===== src/rtl/pswal_pkg.sv =====
package pswal_pkg;

    localparam int MIN_MAIN        = 5;
    localparam int MAIN_EXTRA_BITS = 5;
    localparam int SET_SW          = 6;
    localparam int SET_MW          = SET_SW + MAIN_EXTRA_BITS;

    localparam logic [SET_MW-1:0] MIN_MAIN_V = SET_MW'(MIN_MAIN);

    typedef enum logic {
        MOD_BASE = 1'b0,
        MOD_PLUS = 1'b1
    } modulus_e;

    typedef struct packed {
        logic [SET_MW-1:0] main;
        logic [SET_SW-1:0] swal;
    } setting_t;

    localparam setting_t SAFE_SETTING = '{main: MIN_MAIN_V, swal: '0};

    function automatic int swal_bits(input int presc);
        return $clog2(presc);
    endfunction

    function automatic int main_bits(input int presc);
        return $clog2(presc) + MAIN_EXTRA_BITS;
    endfunction

    function automatic logic [SET_MW-1:0] swal_wide(input setting_t s);
        return {{(SET_MW-SET_SW){1'b0}}, s.swal};
    endfunction

    function automatic logic setting_ok(input setting_t s);
        return (s.main >= MIN_MAIN_V) && (swal_wide(s) < s.main);
    endfunction

endpackage


===== src/rtl/pswal_setting.sv =====
module pswal_setting
    import pswal_pkg::*;
(
    input  logic     clk_i,
    input  logic     rst_i,
    input  setting_t req_i,
    input  logic     load_i,
    output setting_t act_o,
    output logic     bad_o
);

    setting_t act_q;

    assign bad_o = !setting_ok(req_i);
    assign act_o = act_q;

    always_ff @(posedge clk_i) begin
        if (rst_i) begin
            act_q <= bad_o ? SAFE_SETTING : req_i;
        end else if (load_i && !bad_o) begin
            act_q <= req_i;
        end
    end

    // the setting in use always obeys the rules
    p_active_valid_r6: assert property (@(posedge clk_i) disable iff (rst_i)
        setting_ok(act_q));

    // no change of setting except at a period boundary
    p_hold_r4: assert property (@(posedge clk_i) disable iff (rst_i)
        !load_i |=> $stable(act_q));

    // an invalid request at a boundary is not taken
    p_ignore_bad_r6: assert property (@(posedge clk_i) disable iff (rst_i)
        (load_i && bad_o) |=> $stable(act_q));

endmodule


===== src/rtl/pswal_prescaler.sv =====
module pswal_prescaler
    import pswal_pkg::*;
#(
    parameter int PRESC = 64
) (
    input  logic     clk_i,
    input  logic     rst_i,
    input  modulus_e mod_i,
    output logic     tc_o
);

    localparam int CW = $clog2(PRESC) + 1;
    localparam logic [CW-1:0] LAST_BASE = CW'(PRESC - 1);
    localparam logic [CW-1:0] LAST_PLUS = CW'(PRESC);

    logic [CW-1:0] cnt_q;
    logic [CW-1:0] last;

    assign last = (mod_i == MOD_PLUS) ? LAST_PLUS : LAST_BASE;
    assign tc_o = (cnt_q == last);

    always_ff @(posedge clk_i) begin
        if (rst_i) begin
            cnt_q <= '0;
        end else if (tc_o) begin
            cnt_q <= '0;
        end else begin
            cnt_q <= cnt_q + 1'b1;
        end
    end

    // the count never passes the P+1 terminal value
    p_pre_range_r2: assert property (@(posedge clk_i) disable iff (rst_i)
        cnt_q <= LAST_PLUS);

    // a modulus switch to P never strands the count above P-1
    p_base_bound_r2: assert property (@(posedge clk_i) disable iff (rst_i)
        (mod_i == MOD_BASE) |-> (cnt_q <= LAST_BASE));

endmodule


===== src/rtl/pswal_period_ctl.sv =====
module pswal_period_ctl
    import pswal_pkg::*;
(
    input  logic     clk_i,
    input  logic     rst_i,
    input  logic     tc_i,
    input  setting_t act_i,
    output modulus_e mod_o,
    output logic     end_o
);

    logic [SET_MW-1:0] step_q;
    logic [SET_MW-1:0] last_step;

    assign last_step = act_i.main - 1'b1;
    assign mod_o     = (step_q < swal_wide(act_i)) ? MOD_PLUS : MOD_BASE;
    assign end_o     = tc_i && (step_q == last_step);

    always_ff @(posedge clk_i) begin
        if (rst_i) begin
            step_q <= '0;
        end else if (tc_i) begin
            step_q <= end_o ? '0 : step_q + 1'b1;
        end
    end

    // the main step count stays inside the programmed SM
    p_step_range_r1: assert property (@(posedge clk_i) disable iff (rst_i)
        step_q < act_i.main);

    // the step count only moves on a prescaler terminal count
    p_step_hold_r1: assert property (@(posedge clk_i) disable iff (rst_i)
        !tc_i |=> $stable(step_q));

endmodule


===== src/rtl/pswal_divider.sv =====
module pswal_divider
    import pswal_pkg::*;
#(
    parameter int PRESC = 64,
    localparam int SW = swal_bits(PRESC),
    localparam int MW = main_bits(PRESC)
) (
    input  logic          clk_i,
    input  logic          rst_i,
    input  logic [MW-1:0] main_i,
    input  logic [SW-1:0] swallow_i,
    output logic          pulse_o,
    output logic          modsel_o,
    output logic          bad_cfg_o
);

    setting_t req;
    setting_t act;
    modulus_e mod;
    logic     tc;
    logic     period_end;

    assign req.main = SET_MW'(main_i);
    assign req.swal = SET_SW'(swallow_i);

    pswal_setting u_setting (
        .clk_i  (clk_i),
        .rst_i  (rst_i),
        .req_i  (req),
        .load_i (period_end),
        .act_o  (act),
        .bad_o  (bad_cfg_o)
    );

    pswal_prescaler #(.PRESC(PRESC)) u_prescaler (
        .clk_i (clk_i),
        .rst_i (rst_i),
        .mod_i (mod),
        .tc_o  (tc)
    );

    pswal_period_ctl u_period (
        .clk_i (clk_i),
        .rst_i (rst_i),
        .tc_i  (tc),
        .act_i (act),
        .mod_o (mod),
        .end_o (period_end)
    );

    assign pulse_o  = period_end;
    assign modsel_o = (mod == MOD_PLUS);

    // the output pulse is one input cycle wide
    p_pulse_width_r3: assert property (@(posedge clk_i) disable iff (rst_i)
        pulse_o |=> !pulse_o);

    // the P+1 phase can only begin right after a period ends
    p_plus_start_r2: assert property (@(posedge clk_i) disable iff (rst_i)
        $rose(modsel_o) |-> $past(pulse_o));

    // the last cycle of a period always runs at modulus P
    p_end_base_r2: assert property (@(posedge clk_i) disable iff (rst_i)
        pulse_o |-> !modsel_o);

endmodule


===== config.mk =====
export PLATFORM = sky130hd
export DESIGN_NAME = pswal_divider
export DESIGN_NICKNAME = d
export VERILOG_FILES = /design/src/rtl/pswal_pkg.sv /design/src/rtl/pswal_setting.sv /design/src/rtl/pswal_prescaler.sv /design/src/rtl/pswal_period_ctl.sv /design/src/rtl/pswal_divider.sv
export SDC_FILE = /design/constraint.sdc
export NUM_CORES = 1
export LEC_CHECK = 0
export BUFFER_PORTS_ARGS = -buffer_cell sky130_fd_sc_hd__buf_4
export CORE_ASPECT_RATIO = 1.25
export CORE_UTILIZATION = 55
export CTS_CLUSTER_DIAMETER = 60
export CTS_CLUSTER_SIZE = 30
export DETAILED_ROUTE_END_ITERATION = 10
export HOLD_SLACK_MARGIN = 0.12
export PLACE_DENSITY = 0.74
export SETUP_SLACK_MARGIN = 0.4
export SLEW_MARGIN = 20
export SYNTH_ARGS = -nofsm -noshare
export SYNTH_HDL_FRONTEND = slang
export SYNTH_HIERARCHICAL = 1
export SYNTH_SLANG_ARGS = --single-unit
export TNS_END_PERCENT = 100

===== constraint.sdc =====
create_clock -name clk_i -period 5.4 [get_ports clk_i]
set_input_delay 0.81 -clock clk_i [delete_from_list [all_inputs] [get_ports clk_i]]
set_output_delay 0.81 -clock clk_i [all_outputs]
set_load 0.03 [all_outputs]

==> summary.txt, run 1 <==
Logic synthesis
  • XOR/XNOR Fraction of Synth Area: 0.08153
  • Complex-gate fraction of the synthesized area: 0.1231
  • Cells after synthesis: 225
  • Post-Synth Adder-Cell Area: 0.07210
  • Synth Net Count: 257
  • Post-synthesis mux area share: 0.01109
  • Flops & latches, synth: 35
  • Largest family of logic cells by synthesized area: simple AND/OR/NAND/NOR gates
  • Distinct cells, synth: 58
  • Simple-gate share of the synthesized area: 0.2773
  • Mapped Area: 2256 µm²
  • Number of flops mapped to enable cells by yosys: 17
  • Syn Area/Cell: 10.03 µm²
  • Sequential-to-total area share from yosys stat: 0.3860
  • Synth warn: 6
  • Synth Flop Type: dfxtp_1
  • FFs w/ async S/R, synth: 0

STA
  • Clock skew: 9.293 ps
  • Slew Limit Fails: 0
  • Final Hold Fails: 0
  • Min cycle time layout: 4775 ps
  • RSZ-0062 raised after global routing: false
  • Setup violations, final: 0
  • Final period util: 0.8842
  • Slew Limit Headroom: 0.5348
  • Actual slew at the worst max-slew pin: 692.1 ps
  • FMAX: about 0.21 GHz
  • Total negative setup slack: 0 ps

Placement
  • GPL Wtd Cong: 0.7708
  • PortBufs: 21
  • Detailed placer's ending HPWL: 3284 µm

Setup path
  • Worst EP required: between 4000 and 5000 ps
  • CP startpoint kind: register
  • Setup crit end kind: output pin
  • Maximum fanout along the worst path: 7
  • Reg2Reg Setup Slack: 1060 ps
  • Data arrival, critical path: 3960 ps
  • Crit path kind: register to output pin

Global routing
  • Gr usage total: 0.2260
  • Antenna violations before repair: 0
  • Overflow after GRT: 0
  • Global-route wire length before repair: 7307 µm
  • Largest net degree at the start of global routing: 18
  • Vias in the first global route: 1595

Floorplanning
  • Starting Density: 0.5863
  • DIE WIDTH: 59.28 µm
  • DIE AREA: ~4400 µm²
  • Vert. Die Dim: 73.61 µm
  • IO Pins: 22
  • CORE AREA: 3847 µm²
  • Core Rows: 25

Routing
  • Routed len/inst: approximately 14 µm
  • DRC viols: 0
  • Vias per cell: 5.631
  • DR pass1 iterations: 4
  • ANT nets after route: 0
  • DRT iter0 DRCs: 94
  • DR vias: 1695
  • Final WL: between 4000 and 5000 µm

Clock tree
  • CTS tree: done
  • Clock Latency Late Sink: 290 ps
  • Clock-pin slew on the worst setup and hold paths: approximately 70 ps
  • Post-cts hold buffer count: 0
  • CTS Buf Count: 5
  • Max clock buf depth: 2
  • H-tree depth: 2
  • Root Buffer: clkbuf_8
  • TritonCTS sink count: 35

Pwr
  • Pwr dens: 228.8 nW/µm²
  • Max VDD drop: around 210 µV
  • Total Power: 590.3 µW
  • Leak: 1.061 nW

Layout
  • Final design utilization: 0.6706
  • Layout net count: 278
  • Most common cell after layout, fill and taps aside: buf_4
  • Area added between synthesis and finish: 14.36%
  • Layout cells sized above 1: 0.2429
  • Most frequent cells in the layout: buf_4, nor2_1, dfxtp_1, edfxtp_1, inv_1
  • ANT cells: 0

Flow run
  • Max-Cap Viols: 0

Min path
  • Hold WC Path Type: register to register

Status
  • Status: completed
-- critical path, cell delays in order (launching register included) --
cell	delay [ps]
dfxtp_1	420
ha_1	260
a21o_1	160
a21o_1	170
a21o_1	170
a21o_1	200
a2111oi_2	510
nor4b_2	300
and4b_2	300
or2_2	200
nand3_1	90
nor3_1	230
nand4b_2	200
nor3_2	280
buf_4	200
-- path summary, 6_finish.rpt --
check	endpoint	depth (start not counted)	start
max	pulse_o	14	u_period/step_q[1]$_SDFFE_PP0P_
min	u_prescaler/cnt_q[0]$_SDFF_PP0_	1	u_prescaler/cnt_q[0]$_SDFF_PP0_
max reg2reg	u_setting/act_o[10]$_DFFE_PP_	14	u_period/step_q[1]$_SDFFE_PP0P_
min reg2reg	u_prescaler/cnt_q[0]$_SDFF_PP0_	1	u_prescaler/cnt_q[0]$_SDFF_PP0_
-- stage by stage --
step	area, µm²	hold slack, ps	setup slack, ps	instances
after floorplan	2267	469.3	503.9	225
final	2580	510.6	625.3	301
after global placement	2442	506.7	979.2	290
after CTS	2550	517.4	513.7	298
after global routing	2580	532.6	316.3	301
after detailed placement	2442	508.2	833.0	290
-- logic make-up after synthesis --
kind of cell | Yosys count
AND/OR/NAND/NOR | 95
flip-flops | 35
AO/OA/AOI/OAI | 33
buffers and inverters | 26
XOR/XNOR | 21
adder cells (fa/ha/maj) | 13
multiplexers | 2
-- cells in the mapped netlist, drive strengths merged, types with 4 or more instances --
cell    count  area [µm²]
a21o        5       37.54
a21oi       4       23.77
clkbuf      8       31.28
dfxtp      18       360.4
edfxtp     17       510.5
ha         13       162.7
inv        16       60.06
nand2      10       37.54
nand3       7       35.03
nand4       5       31.28
nor2       20       75.07
nor3       10       55.05
nor3b       6       75.07
nor4        6       71.32
o21ai       9       45.04
or3         6       37.54
xnor2      12       105.1
xor2        9       78.83
-- layout make-up --
class,count,area [µm²]
Tap cell,54,67.56
Fill cell,318,1267
Timing Repair Buffer,24,180.2
Clock buffer,6,93.84
Sequential cell,35,870.8
Clock inverter,2,13.76
Inverter,16,60.06
Multi-Input combinational cell,164,1294
-- sequential cells by signal (all words and copies together) (netlist names) --
name	count
u_prescaler/cnt_q	7
u_period/step_q	11
u_setting/act_o	17
-- per-layer routing --
metal	part of all wire	wire length, µm	GRT usage	vias to the layer above
met5	0	0	0	-
met4	0.020	86	0.07937	0
met3	0.032	138	0.04577	10
met2	0.49	2127	0.3683	31
met1	0.46	1995	0.2952	793
li1	-	-	-	861
-- where the power goes --
group | switching, mW | internal (mW) | total, mW
clock | 0.0950 | 0.119 | 0.214
sequential | 0.0126 | 0.292 | 0.305
combinational | 0.0362 | 0.0355 | 0.0717
-- what timing repair did --
| action | in CTS | in global routing |
|---|---|---|
| hold endpoints to repair | 0 | 0 |
| endpoints found under the setup margin | 0 | 1 |
| buffers inserted | 0 | 3 |
| resized for setup | 0 | 2 |
Power figures use the tool's default switching activity.
==> inputs of run 2 (changes only) <==
--- a/config.mk
+++ b/config.mk
@@ -6,13 +6,16 @@
 export NUM_CORES = 1
 export LEC_CHECK = 0
 export BUFFER_PORTS_ARGS = -buffer_cell sky130_fd_sc_hd__buf_4
+export CELL_PAD_IN_SITES_DETAIL_PLACEMENT = 1
+export CELL_PAD_IN_SITES_GLOBAL_PLACEMENT = 1
 export CORE_ASPECT_RATIO = 1.25
-export CORE_UTILIZATION = 55
+export CORE_UTILIZATION = 46
 export CTS_CLUSTER_DIAMETER = 60
 export CTS_CLUSTER_SIZE = 30
 export DETAILED_ROUTE_END_ITERATION = 10
 export HOLD_SLACK_MARGIN = 0.12
-export PLACE_DENSITY = 0.74
+export PLACE_DENSITY = 0.78
+export RECOVER_POWER = 50
 export SETUP_SLACK_MARGIN = 0.4
 export SLEW_MARGIN = 20
 export SYNTH_ARGS = -nofsm -noshare
==> run 2 against run 1 <==
Effect of this change:
- worst hold slack gained 20 ps
- via count up 1.2%
- sequential share of layout area increased by 0.62 points
- setup slack worse by 37 ps
- routed wire length rose by 15%
- combinational power fell by 0.7%
- power grew 3.0%
- global-route usage down 1.1 points
- sequential power hardly changed
- non-clock buffer count down 1
- clock power rose by 8%
- critical path type unchanged
- critical endpoint unchanged
==> summary.txt, run 2 (synthesized netlist as in run 1, its figures left out) <==
Global routing
  • Gr usage total: 0.2152 (-0.01077)
  • Vias in the first global route: 1765 (+11%)
  • Overflow after GRT: 0 (unchanged)
  • Largest net degree at the start of global routing: 18 (unchanged)
  • Antenna violations before repair: 0 (unchanged)
  • Global-route wire length before repair: 8376 µm (+15%)

Clock tree
  • Max clock buf depth: 2 (unchanged)
  • H-tree depth: 2 (unchanged)
  • TritonCTS sink count: 35 (unchanged)
  • CTS Buf Count: 5 (unchanged)
  • Clock-pin slew on the worst setup and hold paths: 80 ps (about the same)
  • CTS tree: done
  • Post-cts hold buffer count: 0 (unchanged)
  • Clock Latency Late Sink: 290 ps (about the same)
  • Root Buffer: clkbuf_8

Layout
  • Layout cells sized above 1: 0.1748 (-0.06812)
  • Largest register FFs: 17 (unchanged)
  • ANT cells: 0 (unchanged)
  • Fill cell count: 550 (+73%)
  • Layout net count: 277 (-0.36%)
  • Area added between synthesis and finish: 12.31%
  • Final design utilization: 0.5357 (-0.1349)
  • Most frequent cells in the layout: nor2_1, dfxtp_1, edfxtp_1, inv_1
  • Most common cell after layout, fill and taps aside: nor2_1
  • Register Area: 870.8 µm² (unchanged)
  • Area of the multi-input gates: 1269 µm² (-1.9%)
  • Layout Cells excl Fill: 306 (+1.7%)

STA
  • RSZ-0062 raised after global routing: false
  • Total negative setup slack: 0 ps (unchanged)
  • Setup violations, final: 0 (unchanged)
  • Slew Limit Headroom: 0.5969 (+0.06217)
  • FMAX: 0.2078 GHz (-0.77%)
  • Slew Limit Fails: 0 (unchanged)
  • Min cycle time layout: 4812 ps (+37.19 ps)
  • Actual slew at the worst max-slew pin: 599.6 ps (-92.49 ps)
  • Final Hold Fails: 0 (unchanged)
  • Final period util: 0.8911 (+0.006888)
  • WHS: 530.2 ps (+19.62 ps)
  • Clock skew: 4.094 ps (-5.199 ps)

Pwr
  • Net Sw Power: 151.4 µW (+5.3%)
  • Internal power: 456.5 µW (+2.3%)
  • Leak: 1.020 nW (-3.8%)
  • Pwr dens: 240.0 nW/µm² (+4.9%)
  • Combinational cell fraction of total power: 0.117 (-0.004)
  • Clock power frac: 0.381 (+0.019)
  • Max VDD drop: 148.4 µV (-29%)
  • Seq pwr share: 0.502 (-0.014)
  • Switching portion of total power: 0.2491 (+0.005351)

Min path
  • Hold WC Path Type: register to register

Routing
  • DR vias: 1716 (+1.2%)
  • Routed len/inst: 16.33 µm (+13%)
  • DRC viols: 0 (unchanged)
  • DR pass1 iterations: 4 (unchanged)
  • ANT nets after route: 0 (unchanged)
  • Final WL: 4998 µm (+15%)
  • DRT iter0 DRCs: 64 (-32%)
  • Vias per cell: 5.608 (-0.42%)

Setup path
  • Maximum fanout along the worst path: 7 (unchanged)
  • Worst EP required: 4590 ps (about the same)
  • Setup crit end kind: output pin
  • Crit path kind: register to output pin
  • CP startpoint kind: register
  • Data arrival, critical path: 4000 ps (+40 ps)
  • Reg2Reg Setup Slack: 1060 ps (about the same)

Floorplanning
  • DIE AREA: 5190 µm² (+19%)
  • Starting Density: 0.4770 (-0.1094)
  • Vert. Die Dim: 80.30 µm (+9.1%)
  • CORE AREA: 4730 µm² (+23%)
  • Core Rows: 28 (+12%)
  • DIE WIDTH: 64.64 µm (+9.0%)
  • IO Pins: 22 (unchanged)

Status
  • Status: completed

Placement
  • PortBufs: 21 (unchanged)
  • Inst Count DP: 296 (+2.1%)
  • GPL Wtd Cong: 0.7610 (-1.3%)
  • Detailed placer's ending HPWL: 3770 µm (+15%)

Flow run
  • Max-Cap Viols: 0 (unchanged)
[run 2: final cells by class]
class                   count  share of cell area
multi-input cells         164              0.5007
flip-flops and latches     35              0.3437
repair buffers             23             0.05778
clock buffers               7             0.04247
well taps                  60             0.02963
inverters                  16             0.02370
clock inverters             1            0.001975
[run 2: worst paths after layout]
check	cells after the start	end	from
setup / recovery	14	pulse_o	u_period/step_q[1]$_SDFFE_PP0P_
setup reg to reg	14	u_setting/act_o[3]$_DFFE_PP_	u_period/step_q[1]$_SDFFE_PP0P_
hold / removal	1	u_prescaler/cnt_q[0]$_SDFF_PP0_	u_prescaler/cnt_q[0]$_SDFF_PP0_
hold reg to reg	1	u_prescaler/cnt_q[0]$_SDFF_PP0_	u_prescaler/cnt_q[0]$_SDFF_PP0_
[run 2: metrics by stage]
step	power (mW)	worst slack, ps	cell area, µm²
CTS	0.6161	461.7	2564
detailed placement	0.3840	722.2	2450
global route	0.6346	282.3	2534
floorplan	0.3562	503.9	2267
global placement	0.3820	923.0	2450
finish	0.6080	588.1	2534
[run 2: layer usage]
metal	GRT usage	up-vias	part of all wire
met2	0.4084	26	0.55
met4	0.09333	0	0.020
met5	0	-	0
met1	0.2264	826	0.41
li1	-	856	-
met3	0.04119	8	0.021
[run 2: power by group through the flow]
stage                     Combinational [mW]  Clock, mW  Sequential, mW
after floorplan                       0.0488          0           0.307
after global placement                0.0714          0           0.311
after detailed placement              0.0726          0           0.311
after CTS                             0.0731      0.237           0.306
after global routing                  0.0804      0.247           0.308
final                                 0.0712      0.231           0.305
[run 2: critical path: stages, from the launching register on]
cell and delay (ps):
dfxtp_1 420, ha_1 260, a21o_1 150, a21o_1 170, a21o_1 200, a21o_1 210
a2111oi_4 420, nor4b_1 300, and4b_1 350, or2_2 230, nand3_1 90, nor3_1 240
nand4b_2 220, nor3_4 260, buf_4 190
[run 2: what timing repair did]
item                       CTS  global route
setup buffers                0             2
pin swaps                    0             1
setup endpoints to repair    1             1
gates resized for setup      1             3
